## config.mk

```make
export PLATFORM = sky130hd
export DESIGN_NAME = code_phase_track
export DESIGN_NICKNAME = d
export VERILOG_FILES = /design/src/rtl/cpc_pkg.sv /design/src/rtl/cpc_slew_ctrl.sv /design/src/rtl/cpc_phase_cnt.sv /design/src/rtl/cpc_capture.sv /design/src/rtl/code_phase_track.sv
export SDC_FILE = /design/constraint.sdc
export NUM_CORES = 1
export LEC_CHECK = 0
export ABC_AREA = 0
export BUFFER_PORTS_ARGS = -buffer_cell sky130_fd_sc_hd__buf_2
export CAP_MARGIN = 20
export CELL_PAD_IN_SITES_DETAIL_PLACEMENT = 1
export CELL_PAD_IN_SITES_GLOBAL_PLACEMENT = 1
export CORE_ASPECT_RATIO = 1.75
export CORE_MARGIN = 3
export CORE_UTILIZATION = 38
export DETAILED_ROUTE_END_ITERATION = 7
export PLACE_DENSITY = 0.77
export SETUP_SLACK_MARGIN = 0.5
export SKIP_LAST_GASP = 1
export SYNTH_ARGS = -nofsm -noshare
export SYNTH_HDL_FRONTEND = slang
export SYNTH_SLANG_ARGS = --single-unit
```

## constraint.sdc

```tcl
create_clock -name clk -period 2.4 [get_ports clk]
set_input_delay 0.12 -clock clk [delete_from_list [all_inputs] [get_ports clk]]
set_output_delay 0.12 -clock clk [all_outputs]
set_load 0.02 [all_outputs]
```

## src/rtl/cpc_pkg.sv

```systemverilog
package cpc_pkg;
  typedef enum logic {
    MODE_UPDATE = 1'b0,
    MODE_PRESET = 1'b1
  } cpc_mode_e;
endpackage

```

## src/rtl/cpc_slew_ctrl.sv

```systemverilog
module cpc_slew_ctrl
  import cpc_pkg::*;
#(
  parameter int SW = 11
) (
  input  logic          clk,
  input  logic          rst_n,
  input  logic          preset_mode,
  input  logic          half_en,
  input  logic          dump,
  input  logic          tic,
  input  logic          slew_wr,
  input  logic [SW-1:0] slew_val,
  output logic          slewing,
  output logic          gen_en,
  output logic          gen_rst
);
  logic [SW-1:0] slew_q;
  logic [SW-1:0] remain_q;
  logic          armed_q;
  logic          start;
  cpc_mode_e     mode;

  assign mode    = cpc_mode_e'(preset_mode);
  assign slewing = (remain_q != '0);
  assign gen_en  = half_en && !slewing;

  always_comb begin
    unique case (mode)
      MODE_PRESET: start = armed_q && tic;
      default:     start = armed_q && dump;
    endcase
  end

  assign gen_rst = start && (mode == MODE_PRESET);

  always_ff @(posedge clk) begin
    if (!rst_n) begin
      slew_q   <= '0;
      remain_q <= '0;
      armed_q  <= 1'b0;
    end else begin
      if (slew_wr) begin
        slew_q  <= slew_val;
        armed_q <= 1'b1;
      end else if (start) begin
        armed_q <= 1'b0;
      end
      if (start)
        remain_q <= slew_q;
      else if (slewing && half_en)
        remain_q <= remain_q - 1'b1;
    end
  end
endmodule

```

## src/rtl/cpc_phase_cnt.sv

```systemverilog
module cpc_phase_cnt #(
  parameter int PH_W = 11,
  parameter int EP_W = 8
) (
  input  logic            clk,
  input  logic            rst_n,
  input  logic            dump,
  input  logic            clr,
  input  logic            gen_en,
  input  logic            test_en,
  input  logic            test_wr,
  input  logic [PH_W-1:0] test_val,
  output logic [PH_W-1:0] cnt,
  output logic [EP_W-1:0] epoch
);
  always_ff @(posedge clk) begin
    if (!rst_n) begin
      cnt   <= '0;
      epoch <= '0;
    end else begin
      if (dump || clr)
        cnt <= '0;
      else if (test_en && test_wr)
        cnt <= test_val;
      else if (gen_en)
        cnt <= cnt + 1'b1;
      if (dump)
        epoch <= epoch + 1'b1;
    end
  end
endmodule

```

## src/rtl/cpc_capture.sv

```systemverilog
module cpc_capture #(
  parameter int PH_W = 11,
  parameter int RD_W = 16
) (
  input  logic            clk,
  input  logic            rst_n,
  input  logic            tic,
  input  logic            slewing,
  input  logic [PH_W-1:0] cnt,
  output logic [RD_W-1:0] phase_rd
);
  logic [PH_W-1:0] cap_q;

  always_ff @(posedge clk) begin
    if (!rst_n)
      cap_q <= '0;
    else if (tic)
      cap_q <= slewing ? '0 : cnt;
  end

  generate
    if (RD_W > PH_W) begin : g_pad
      assign phase_rd = {{(RD_W-PH_W){1'b0}}, cap_q};
    end else begin : g_nopad
      assign phase_rd = cap_q[RD_W-1:0];
    end
  endgenerate
endmodule

```

## src/rtl/code_phase_track.sv

```systemverilog
module code_phase_track #(
  parameter int PH_W = 11,
  parameter int RD_W = 16,
  parameter int EP_W = 8
) (
  input  logic            clk,
  input  logic            rst_n,
  input  logic            preset_mode,
  input  logic            half_en,
  input  logic            dump,
  input  logic            tic,
  input  logic            slew_wr,
  input  logic [PH_W-1:0] slew_val,
  input  logic            test_en,
  input  logic            test_wr,
  input  logic [PH_W-1:0] test_val,
  output logic            gen_en,
  output logic            gen_rst,
  output logic            slewing,
  output logic [PH_W-1:0] phase_now,
  output logic [RD_W-1:0] phase_rd,
  output logic [EP_W-1:0] epoch
);
  cpc_slew_ctrl #(.SW(PH_W)) u_slew (
    .clk(clk), .rst_n(rst_n), .preset_mode(preset_mode), .half_en(half_en),
    .dump(dump), .tic(tic), .slew_wr(slew_wr), .slew_val(slew_val),
    .slewing(slewing), .gen_en(gen_en), .gen_rst(gen_rst)
  );

  cpc_phase_cnt #(.PH_W(PH_W), .EP_W(EP_W)) u_cnt (
    .clk(clk), .rst_n(rst_n), .dump(dump), .clr(gen_rst), .gen_en(gen_en),
    .test_en(test_en), .test_wr(test_wr), .test_val(test_val),
    .cnt(phase_now), .epoch(epoch)
  );

  cpc_capture #(.PH_W(PH_W), .RD_W(RD_W)) u_cap (
    .clk(clk), .rst_n(rst_n), .tic(tic), .slewing(slewing),
    .cnt(phase_now), .phase_rd(phase_rd)
  );
endmodule

```

# Yosys cells after proc, flatten, opt, wreduce, memory -nomap -nowiden
# Index checks and enable logic that the tools add are counted.
[word_totals]
out_inout_bits = 38
ff_bits = 53
[classes]
mux = 8
bitwise = 1
n_addsub = 3
n_reduce_logical = 13
[op_table]
columns = ["op", "count"]
rows = [
  ["2-to-1 mux 11 bit", 5],
  ["adder 11 x 1 -> 11 bit (second input constant)", 1],
  ["nonzero test 11 bit", 1],
  ["subtractor 11 x 1 -> 11 bit (second input constant)", 1],
  ["adder 8 x 1 -> 8 bit (second input constant)", 1],
  ["logical AND 1 bit", 6],
  ["nonzero test 2 bit", 3],
  ["2-to-1 mux 1 bit", 3],
  ["OR reduction 2 bit", 1],
  ["zero test 1 bit", 1],
  ["logical OR 1 bit", 1],
  ["NOT 1 bit", 1],
]

# Longest topological paths before layout
# Gate-level depths: netlist of the first run.
[depth]
ltp_word = 5
ltp_mapped = 9

# By module
# Synthesis of the first run repeated with hierarchy kept, for this count alone.
[hier_totals]
hier_cells = 279
hier_area_um2 = 2570.0
[modules_own_cells]
columns = ["mod", "area_per_inst_um2", "instances", "seq_area_each_um2", "cells_each"]
rows = [
  ["cpc_slew_ctrl", 1129.8, 1, 460.4, 121],
  ["cpc_phase_cnt", 958.4, 1, 380.4, 103],
  ["cpc_capture", 481.7, 1, 220.2, 55],
]

# Least setup slack after synthesis of the first run
# No wires, ideal clock.
[synth_timing]
kind = "reg-to-reg"
from = "register u_slew.remain_q[0]"
to = "register u_cnt.cnt[2]"
path_stages_with_launch = 9
arrival_ns = 1.644
synth_period_minus_slack_ns = 1.729
n_path_buf = 0
required_time_ns = 2.314
path_slack_ns = 0.671
path_cell_list = "dfxtp_1 inv_1 ha_1 nor2b_1 nand4_4 inv_1 nand2_1 xor2_1 a211oi_1"
[synth_via]
elab_chain_cells = 4
[synth_rtl]
columns = ["item", "line_no", "source"]
rows = [
  ["from (decl)", "cpc_slew_ctrl.sv:19", "logic [SW-1:0] remain_q;"],
  ["from (signal assigned)", "cpc_slew_ctrl.sv:50", "remain_q <= slew_q;"],
  ["from (signal assigned)", "cpc_slew_ctrl.sv:52", "remain_q <= remain_q - 1'b1;"],
  ["nonzero test 11 bit", "cpc_slew_ctrl.sv:25", "assign slewing = (remain_q != '0);"],
  ["zero test 1 bit", "cpc_slew_ctrl.sv:26", "assign gen_en = half_en && !slewing;"],
  ["logical AND 1 bit", "cpc_slew_ctrl.sv:26", ""],
  ["named net gen_en", "code_phase_track.sv:17", "output logic gen_en,"],
  ["nonzero test 2 bit (no line)", "n/a", ""],
  ["to (signal assigned)", "cpc_phase_cnt.sv:24", "cnt <= test_val;"],
  ["to (signal assigned)", "cpc_phase_cnt.sv:26", "cnt <= cnt + 1'b1;"],
  ["to (decl)", "cpc_phase_cnt.sv:13", "output logic [PH_W-1:0] cnt,"],
]
# The timed path passes the listed nets, and every way through them passes these cells.
# A chain may end at the register's enable or synchronous reset.

# Worst setup path in the final report of the first run
[layout_timing]
from = "register u_slew.remain_q[2]"
to = "output gen_en"
[layout_via]
elab_chain_cells = 3
[layout_rtl]
columns = ["item", "line_no"]
rows = [
  ["nonzero test 11 bit", "cpc_slew_ctrl.sv:25"],
  ["zero test 1 bit", "cpc_slew_ctrl.sv:26"],
  ["logical AND 1 bit", "cpc_slew_ctrl.sv:26"],
  ["to (decl)", "code_phase_track.sv:17"],
]
# No other way between the ends.

==> run summary, run 1 <==
SYNTH
-------------------------------------------------------------------------------
Proportion of synthesized chip area in sequential cells ..........        43.0%
Mapped cell area ................................................. 0.00247 mm^2
Synthesis Warnings ...............................................            0
Post-synth top area share ........................................        43.0%
Count of unique library cells instantiated by Yosys ..............           34
Biggest area consumer among synthesized cells .................... sky130_fd_sc_hd__dfxtp_1
Count of mapped cells out of synthesis ...........................          280
Leading cell types by total area after synthesis ................. sky130_fd_sc_hd__dfxtp_1, sky130_fd_sc_hd__mux2i_1, sky130_fd_sc_hd__xnor2_1, sky130_fd_sc_hd__a21oi_1, sky130_fd_sc_hd__nor2_1
Flops & latches, synth ...........................................           53
Average cell area after synthesis ................................    8.82 um^2

GRT
-------------------------------------------------------------------------------
Residual overflow from global routing ............................            0
First-pass GRT wire length .......................................     10300 um
Antenna violations before repair .................................            0
Largest net degree at the start of global routing ................           34
Overall track demand over capacity in global routing .............        17.9%
Via count of the first global-routing pass .......................         2195

DETAILED ROUTING
-------------------------------------------------------------------------------
Vias post-DR .....................................................         2177
Remaining DRCs ...................................................            0
Total detailed-routing wirelength ................................      6520 um
Detailed-routing iteration count for the pre-antenna-repair pass .            4
Average detailed-routed wire length per instance .................      15.2 um
Iteration-0 DRC Markers ..........................................          112
Per-cell via count in the routed design ..........................         5.07
Residual antenna-violating net count after detailed routing ......            0

PLACEMENT
-------------------------------------------------------------------------------
Detailed placer's ending HPWL ....................................      4740 um
Post-placement cell count ........................................          408
RePlAce Congestion ...............................................        0.808
Buffers added on ports ...........................................           63

TIMING
-------------------------------------------------------------------------------
Max-slew violation total from the final report ...................            0
# setup viols final ..............................................            0
Slew HR ..........................................................        49.8%
Sum Neg Setup Slack ..............................................         0 ns
Layout Skew ......................................................    0.0109 ns
Setup repair after global routing missed its margin ..............         true
Minimum clock period .............................................      1.80 ns
Worst-margin pin slew ............................................     0.751 ns
Fmax .............................................................      555 MHz
Total count of hold-check failures in the final report ...........            0
Final worst path period share ....................................        75.1%

PWR
-------------------------------------------------------------------------------
Switching fraction of total power ................................        30.0%
Combinational power share ........................................        26.4%
Relative contribution of sequential cells to total power .........        42.9%
Int Power ........................................................    0.00166 W
Cell area power density ..........................................  766 mW/mm^2
Clk pwr share ....................................................        30.7%
Worst-case vdd ir drop ...........................................     0.428 mV
Switching power summed over all nets .............................   0.000713 W
Static Leak ......................................................      1.30 nW

SETUP PATH
-------------------------------------------------------------------------------
Data arrival time at the worst-slack endpoint ....................      1.68 ns
Category of the worst setup path launch point ....................         flop
Data required, critical path .....................................      2.28 ns
Max Fanout on Critical Path ......................................            6
CP Capture Type .................................................. primary output
Worst setup path category ........................................   reg -> out

FLOORPLANNING
-------------------------------------------------------------------------------
DIE WIDTH ........................................................      66.9 um
# rows ...........................................................           38
Total die area ................................................... 0.00754 mm^2
IO Pins ..........................................................           69
Total core area .................................................. 0.00623 mm^2
Die Y ............................................................       113 um
Initial core utilization .........................................        39.6%

CELLS AND AREA
-------------------------------------------------------------------------------
Most common library cell in the layout ignoring fill and taps .... sky130_fd_sc_hd__buf_2
Final nets .......................................................          383
Fin cells ........................................................          429
Diode insertion count for antenna repair .........................            0
Area Growth Syn to Fin ...........................................        25.5%
Most frequent cells in the layout ................................ sky130_fd_sc_hd__buf_2, sky130_fd_sc_hd__dfxtp_1, sky130_fd_sc_hd__nor2_1, sky130_fd_sc_hd__a21oi_1
Fraction of layout cells with a size suffix above 1 ..............        30.4%

STATUS
-------------------------------------------------------------------------------
Result of the run ................................................ complete, no violations

JOB
-------------------------------------------------------------------------------
Maximum capacitance violations ...................................            0

CLOCK NETWORK
-------------------------------------------------------------------------------
Insertion delay of the later-clocked pin in the worst-skew pair ..      0.32 ns
TritonCTS clock tree .............................................        built
Num Clock Sinks ..................................................           53
Clock Tree Root .................................................. sky130_fd_sc_hd__clkbuf_8
Number of hold buffers added after CTS ...........................            0
Num CTS Buffers ..................................................            5
Total number of H-tree levels ....................................            2
Maximum clock path buffer count ..................................            2
Clock slew at reported path FFs ..................................      0.09 ns

HOLD PATH
-------------------------------------------------------------------------------
Hold WC Path Type ................................................    in -> reg

## Yosys cell counts, drive strengths merged
cell / instances
nand2: 10
a211oi: 11
a21oi: 25
inv: 8
or2: 1
nor2b: 1
conb: 1
nand2b: 12
nand4: 7
dfxtp: 53
nand3: 16
nor3: 9
a311oi: 2
nor4: 7
and3: 4
xor2: 6
o21ai: 12
or3: 6
buf: 10
nor2: 33
mux2i: 14
clkbuf: 11
clkinv: 1
ha: 4
xnor2: 16
## power by group through the flow
| stage | clock [W] | combinational, W | sequential (W) |
|---|---|---|---|
| 2_1_floorplan | 0 | 0.000374 | 0.00103 |
| 3_3_place_gp | 0 | 0.000470 | 0.00103 |
| 3_5_place_dp | 0 | 0.000489 | 0.00104 |
| 4_1_cts | 0.000746 | 0.000544 | 0.00102 |
| 5_1_grt | 0.000783 | 0.000692 | 0.00103 |
| 6_report | 0.000728 | 0.000627 | 0.00102 |
## worst paths after layout
path,to,slack (ns),startpoint,depth (start not counted)
hold / removal,u_slew.slew_q[3],0.04,slew_val[3],3
setup / recovery,gen_en,0.60,u_slew.remain_q[2],4
hold reg to reg,u_cap.cap_q[5],0.48,u_cap.cap_q[5],2
setup reg to reg,u_cnt.cnt[8],0.60,u_slew.remain_q[2],6
## registers in the layout, indices dropped and copies added, names as in the netlist
signal,flops
u_slew.remain_q,11
u_slew.armed_q,1
u_cap.cap_q,11
u_cnt.epoch,8
u_cnt.cnt,11
u_slew.slew_q,11
## per-stage QoR
step	setup WS, ns	instance area (um^2)	power [W]	utilization [%]	hold WS [ns]
after floorplan	0.671	2480	0.00141	-	0.267
after global placement	0.548	2810	0.00150	45.1	0.353
after detailed placement	0.417	2810	0.00153	45.1	0.365
after CTS	0.511	2980	0.00231	47.9	0.0288
after global routing	0.457	3100	0.00250	49.7	0.0415
final	0.598	3100	0.00237	49.7	0.0366
## layer usage
metal / GRT usage (%) / routed length (um)
met5: 0 / 0
met4: 8.67 / 193
met3: 3.50 / 322
met2: 32.0 / 3540
met1: 19.5 / 2470
## cell families after synthesis
group	share of synthesized area [%]
other cells	0.152
flops	43.0
mux	5.68
compound gates	12.0
buf+inv	5.58
xor+xnor	7.81
simple gates	23.8
fa+ha+maj	2.03
## final cells by class
class                   count  area, um^2
clock buffers               5        68.8
clock inverters             3        68.8
fillers                   775        3130
inverters                   9        33.8
multi-input cells         202        1330
flip-flops and latches     53        1070
well taps                  80         100
repair buffers             77         424
## worst max-delay path: stages (launching register included)
cell                      delay (ns)
sky130_fd_sc_hd__dfxtp_4        0.37
sky130_fd_sc_hd__nor4_4         0.41
sky130_fd_sc_hd__nand4_4        0.22
sky130_fd_sc_hd__inv_1          0.18
sky130_fd_sc_hd__buf_2          0.19
## what timing repair did
item | 4_1_cts | 5_1_grt
endpoints found under the setup margin | 7 | 9
cloned | 1 | 0
buffers inserted | 2 | 10
hold endpoints to repair | 0 | 0
gates resized for setup | 3 | 14
pin swaps | 2 | 5
Note: power is estimated with default switching activity, not from simulation.
==> inputs of run 2 (changes only) <==
==> constraint.sdc (replaced) <==
create_clock -name clk -period 1.69 [get_ports clk]
set_input_delay 0.0845 -clock clk [delete_from_list [all_inputs] [get_ports clk]]
set_output_delay 0.0845 -clock clk [all_outputs]
set_load 0.02 [all_outputs]
==> run 2 against run 1 <==
Compared with the run above: routed wire length is 16% higher; final area increased by 13%; clock power increased by 25%; the run now ends with setup timing left; largest cell class unchanged; clock skew rose by 0.0011 ns; cell count up 5.4%; sequential share of layout area is 3.4 points lower; die area unchanged; sequential power up 41%.
==> run summary, run 2 (synthesized netlist as in run 1, its figures left out) <==
CLOCK NETWORK
-------------------------------------------------------------------------------
Clock Tree Root .................................................. sky130_fd_sc_hd__clkbuf_8
Maximum clock path buffer count ..................................            2   unchanged
TritonCTS clock tree .............................................        built
Insertion delay of the later-clocked pin in the worst-skew pair ..      0.31 ns   about the same
Number of hold buffers added after CTS ...........................            0   unchanged
Num CTS Buffers ..................................................            5   unchanged
Total number of H-tree levels ....................................            2   unchanged
Clock slew at reported path FFs ..................................      0.10 ns   about the same
Num Clock Sinks ..................................................           53   unchanged

PWR
-------------------------------------------------------------------------------
Worst-case vdd ir drop ...........................................     0.740 mV   +73%
Switching fraction of total power ................................        31.5%   +1.5 points
Clk pwr share ....................................................        24.6%   -6.1 points
Cell area power density .......................................... 1050 mW/mm^2   +37%
Int Power ........................................................    0.00253 W   +52%
Power after layout ...............................................    0.00369 W   +55%
Switching power summed over all nets .............................    0.00116 W   +63%
Static Leak ......................................................      1.47 nW   +13%
Relative contribution of sequential cells to total power .........        39.0%   -3.9 points
Combinational power share ........................................        36.4%   +10 points

TIMING
-------------------------------------------------------------------------------
Total count of hold-check failures in the final report ...........            0   unchanged
Setup repair after global routing missed its margin ..............         true
Layout Skew ......................................................    0.0119 ns   +0.00109 ns
Worst-margin pin slew ............................................     0.612 ns   -0.139 ns
Worst setup slack after layout ...................................   -0.0394 ns   -0.638 ns
Slew HR ..........................................................        59.1%   +9.3 points
# setup viols final ..............................................            8   +8
Max-slew violation total from the final report ...................            0   unchanged
Minimum clock period .............................................      1.73 ns
Final worst path period share ....................................         102%
Fmax .............................................................      578 MHz
Sum Neg Setup Slack ..............................................    -0.105 ns   -0.105 ns

GRT
-------------------------------------------------------------------------------
Via count of the first global-routing pass .......................         2434   +11%
Residual overflow from global routing ............................            0   unchanged
First-pass GRT wire length .......................................     11900 um   +15%
Overall track demand over capacity in global routing .............        20.4%   +2.4 points
Antenna violations before repair .................................            0   unchanged
Largest net degree at the start of global routing ................           34   unchanged

PLACEMENT
-------------------------------------------------------------------------------
Buffers added on ports ...........................................           63   unchanged
Dpl ws ...........................................................   -0.0877 ns   -0.504 ns
Area after DPL ................................................... 0.00306 mm^2   +9.0%
RePlAce Congestion ...............................................        0.805   -0.37%
Post-placement cell count ........................................          423   +3.7%
Detailed placer's ending HPWL ....................................      5230 um   +11%

DETAILED ROUTING
-------------------------------------------------------------------------------
Iteration-0 DRC Markers ..........................................           71   -37%
Vias post-DR .....................................................         2386   +9.6%
Remaining DRCs ...................................................            0   unchanged
Residual antenna-violating net count after detailed routing ......            0   unchanged
Total detailed-routing wirelength ................................      7540 um   +16%
Detailed-routing iteration count for the pre-antenna-repair pass .            4   unchanged
Average detailed-routed wire length per instance .................      16.7 um   +9.7%
Per-cell via count in the routed design ..........................         5.28   +4.0%

FLOORPLANNING
-------------------------------------------------------------------------------
Total die area ................................................... 0.00754 mm^2   unchanged
Total core area .................................................. 0.00623 mm^2   unchanged
DIE WIDTH ........................................................      66.9 um   unchanged
Initial core utilization .........................................        39.6%   unchanged
# rows ...........................................................           38   unchanged
Die Y ............................................................       113 um   unchanged
IO Pins ..........................................................           69   unchanged

SETUP PATH
-------------------------------------------------------------------------------
Max Fanout on Critical Path ......................................            6   unchanged
Category of the worst setup path launch point ....................         flop
Data arrival time at the worst-slack endpoint ....................      1.64 ns   -0.04 ns
Worst setup path category ........................................   reg -> out
CP Capture Type .................................................. primary output
Data required, critical path .....................................      1.61 ns   -0.67 ns

CELLS AND AREA
-------------------------------------------------------------------------------
Most frequent cells in the layout ................................ sky130_fd_sc_hd__buf_2, sky130_fd_sc_hd__dfxtp_1, sky130_fd_sc_hd__nor2_1, sky130_fd_sc_hd__buf_4, sky130_fd_sc_hd__a21oi_1
Most common library cell in the layout ignoring fill and taps .... sky130_fd_sc_hd__buf_2
Area of combinational cells with multiple inputs ................. 0.00148 mm^2   +11%
Fin area ......................................................... 0.00352 mm^2   +13%
Fraction of layout cells with a size suffix above 1 ..............        45.2%   +15 points
Final nets .......................................................          406   +6.0%
Filler Cells Inserted ............................................          747   -3.6%
FF+latch area .................................................... 0.00109 mm^2   +2.3%
Fin cells ........................................................          452   +5.4%
Area Growth Syn to Fin ...........................................        42.4%
Diode insertion count for antenna repair .........................            0   unchanged

STATUS
-------------------------------------------------------------------------------
Failing checks ................................................... setup timing
Result of the run ................................................ finished, violations left

JOB
-------------------------------------------------------------------------------
Maximum capacitance violations ...................................            0   unchanged

HOLD PATH
-------------------------------------------------------------------------------
Hold WC Path Type ................................................    in -> reg

run 2: changes by cell type in the layout (fill, tap and decap cells not counted), moves of 3 or more:
cell                      change
sky130_fd_sc_hd__buf_6        +6
sky130_fd_sc_hd__dfxtp_1     -14
sky130_fd_sc_hd__buf_4       +17
sky130_fd_sc_hd__a21oi_2      +5
sky130_fd_sc_hd__a21oi_1      -5
sky130_fd_sc_hd__dfxtp_4      +3
sky130_fd_sc_hd__nand3_1      -9
sky130_fd_sc_hd__dfxtp_2     +11
sky130_fd_sc_hd__nand2_1      -3
sky130_fd_sc_hd__nand3_2      +8
run 2: worst max-delay path: stages, from the launching register on:
cell,delay (ns)
sky130_fd_sc_hd__dfxtp_2,0.35
sky130_fd_sc_hd__nor4_4,0.38
sky130_fd_sc_hd__and3_4,0.33
sky130_fd_sc_hd__buf_12,0.13
sky130_fd_sc_hd__inv_8,0.03
sky130_fd_sc_hd__buf_6,0.12
run 2: per-stage QoR:
step	hold WS (ns)	utilization, %
after CTS	0.0111	54.6
after floorplan	0.231	-
final	0.00845	56.4
after detailed placement	0.332	49.2
after global placement	0.320	49.2
after global routing	0.0170	56.4
run 2: worst paths after layout:
| path | start | endpoint | slack (ns) | cells after the start |
|---|---|---|---|---|
| max | u_slew.remain_q[9] | slewing | -0.04 | 5 |
| min | slew_val[1] | u_slew.slew_q[1] | 0.008 | 3 |
| max reg2reg | u_slew.remain_q[9] | u_cnt.cnt[3] | -0.02 | 6 |
| min reg2reg | u_cap.cap_q[0] | u_cap.cap_q[0] | 0.48 | 2 |
run 2: power groups by stage:
stage	registers, W	logic [W]	clock network [W]
5_1_grt	0.00145	0.00145	0.000982
6_report	0.00144	0.00134	0.000909
4_1_cts	0.00144	0.00126	0.000925
3_3_place_gp	0.00146	0.000940	0
2_1_floorplan	0.00149	0.000688	0
3_5_place_dp	0.00146	0.000972	0
run 2: routing by layer:
metal | track usage, % | part of all wire [%]
met1 | 22.8 | 37
met2 | 38.9 | 59
met3 | 2.80 | 2.7
met4 | 4.88 | 0.86
met5 | 0 | 0
run 2: cell type report:
cell class	instances	share of cell area [%]
tap	80	2.85
sequential	53	31.1
inverter	9	1.28
clock inverter	1	0.854
multi-input combinational	201	42.2
clock buffer	7	2.46
timing repair buffer	101	19.3
run 2: timing repair:
action,4_1_cts,5_1_grt
pin swaps,15,15
resized for setup,26,14
setup buffers,10,10
hold endpoints to repair,0,0
setup endpoints to repair,37,38
cloned,1,0
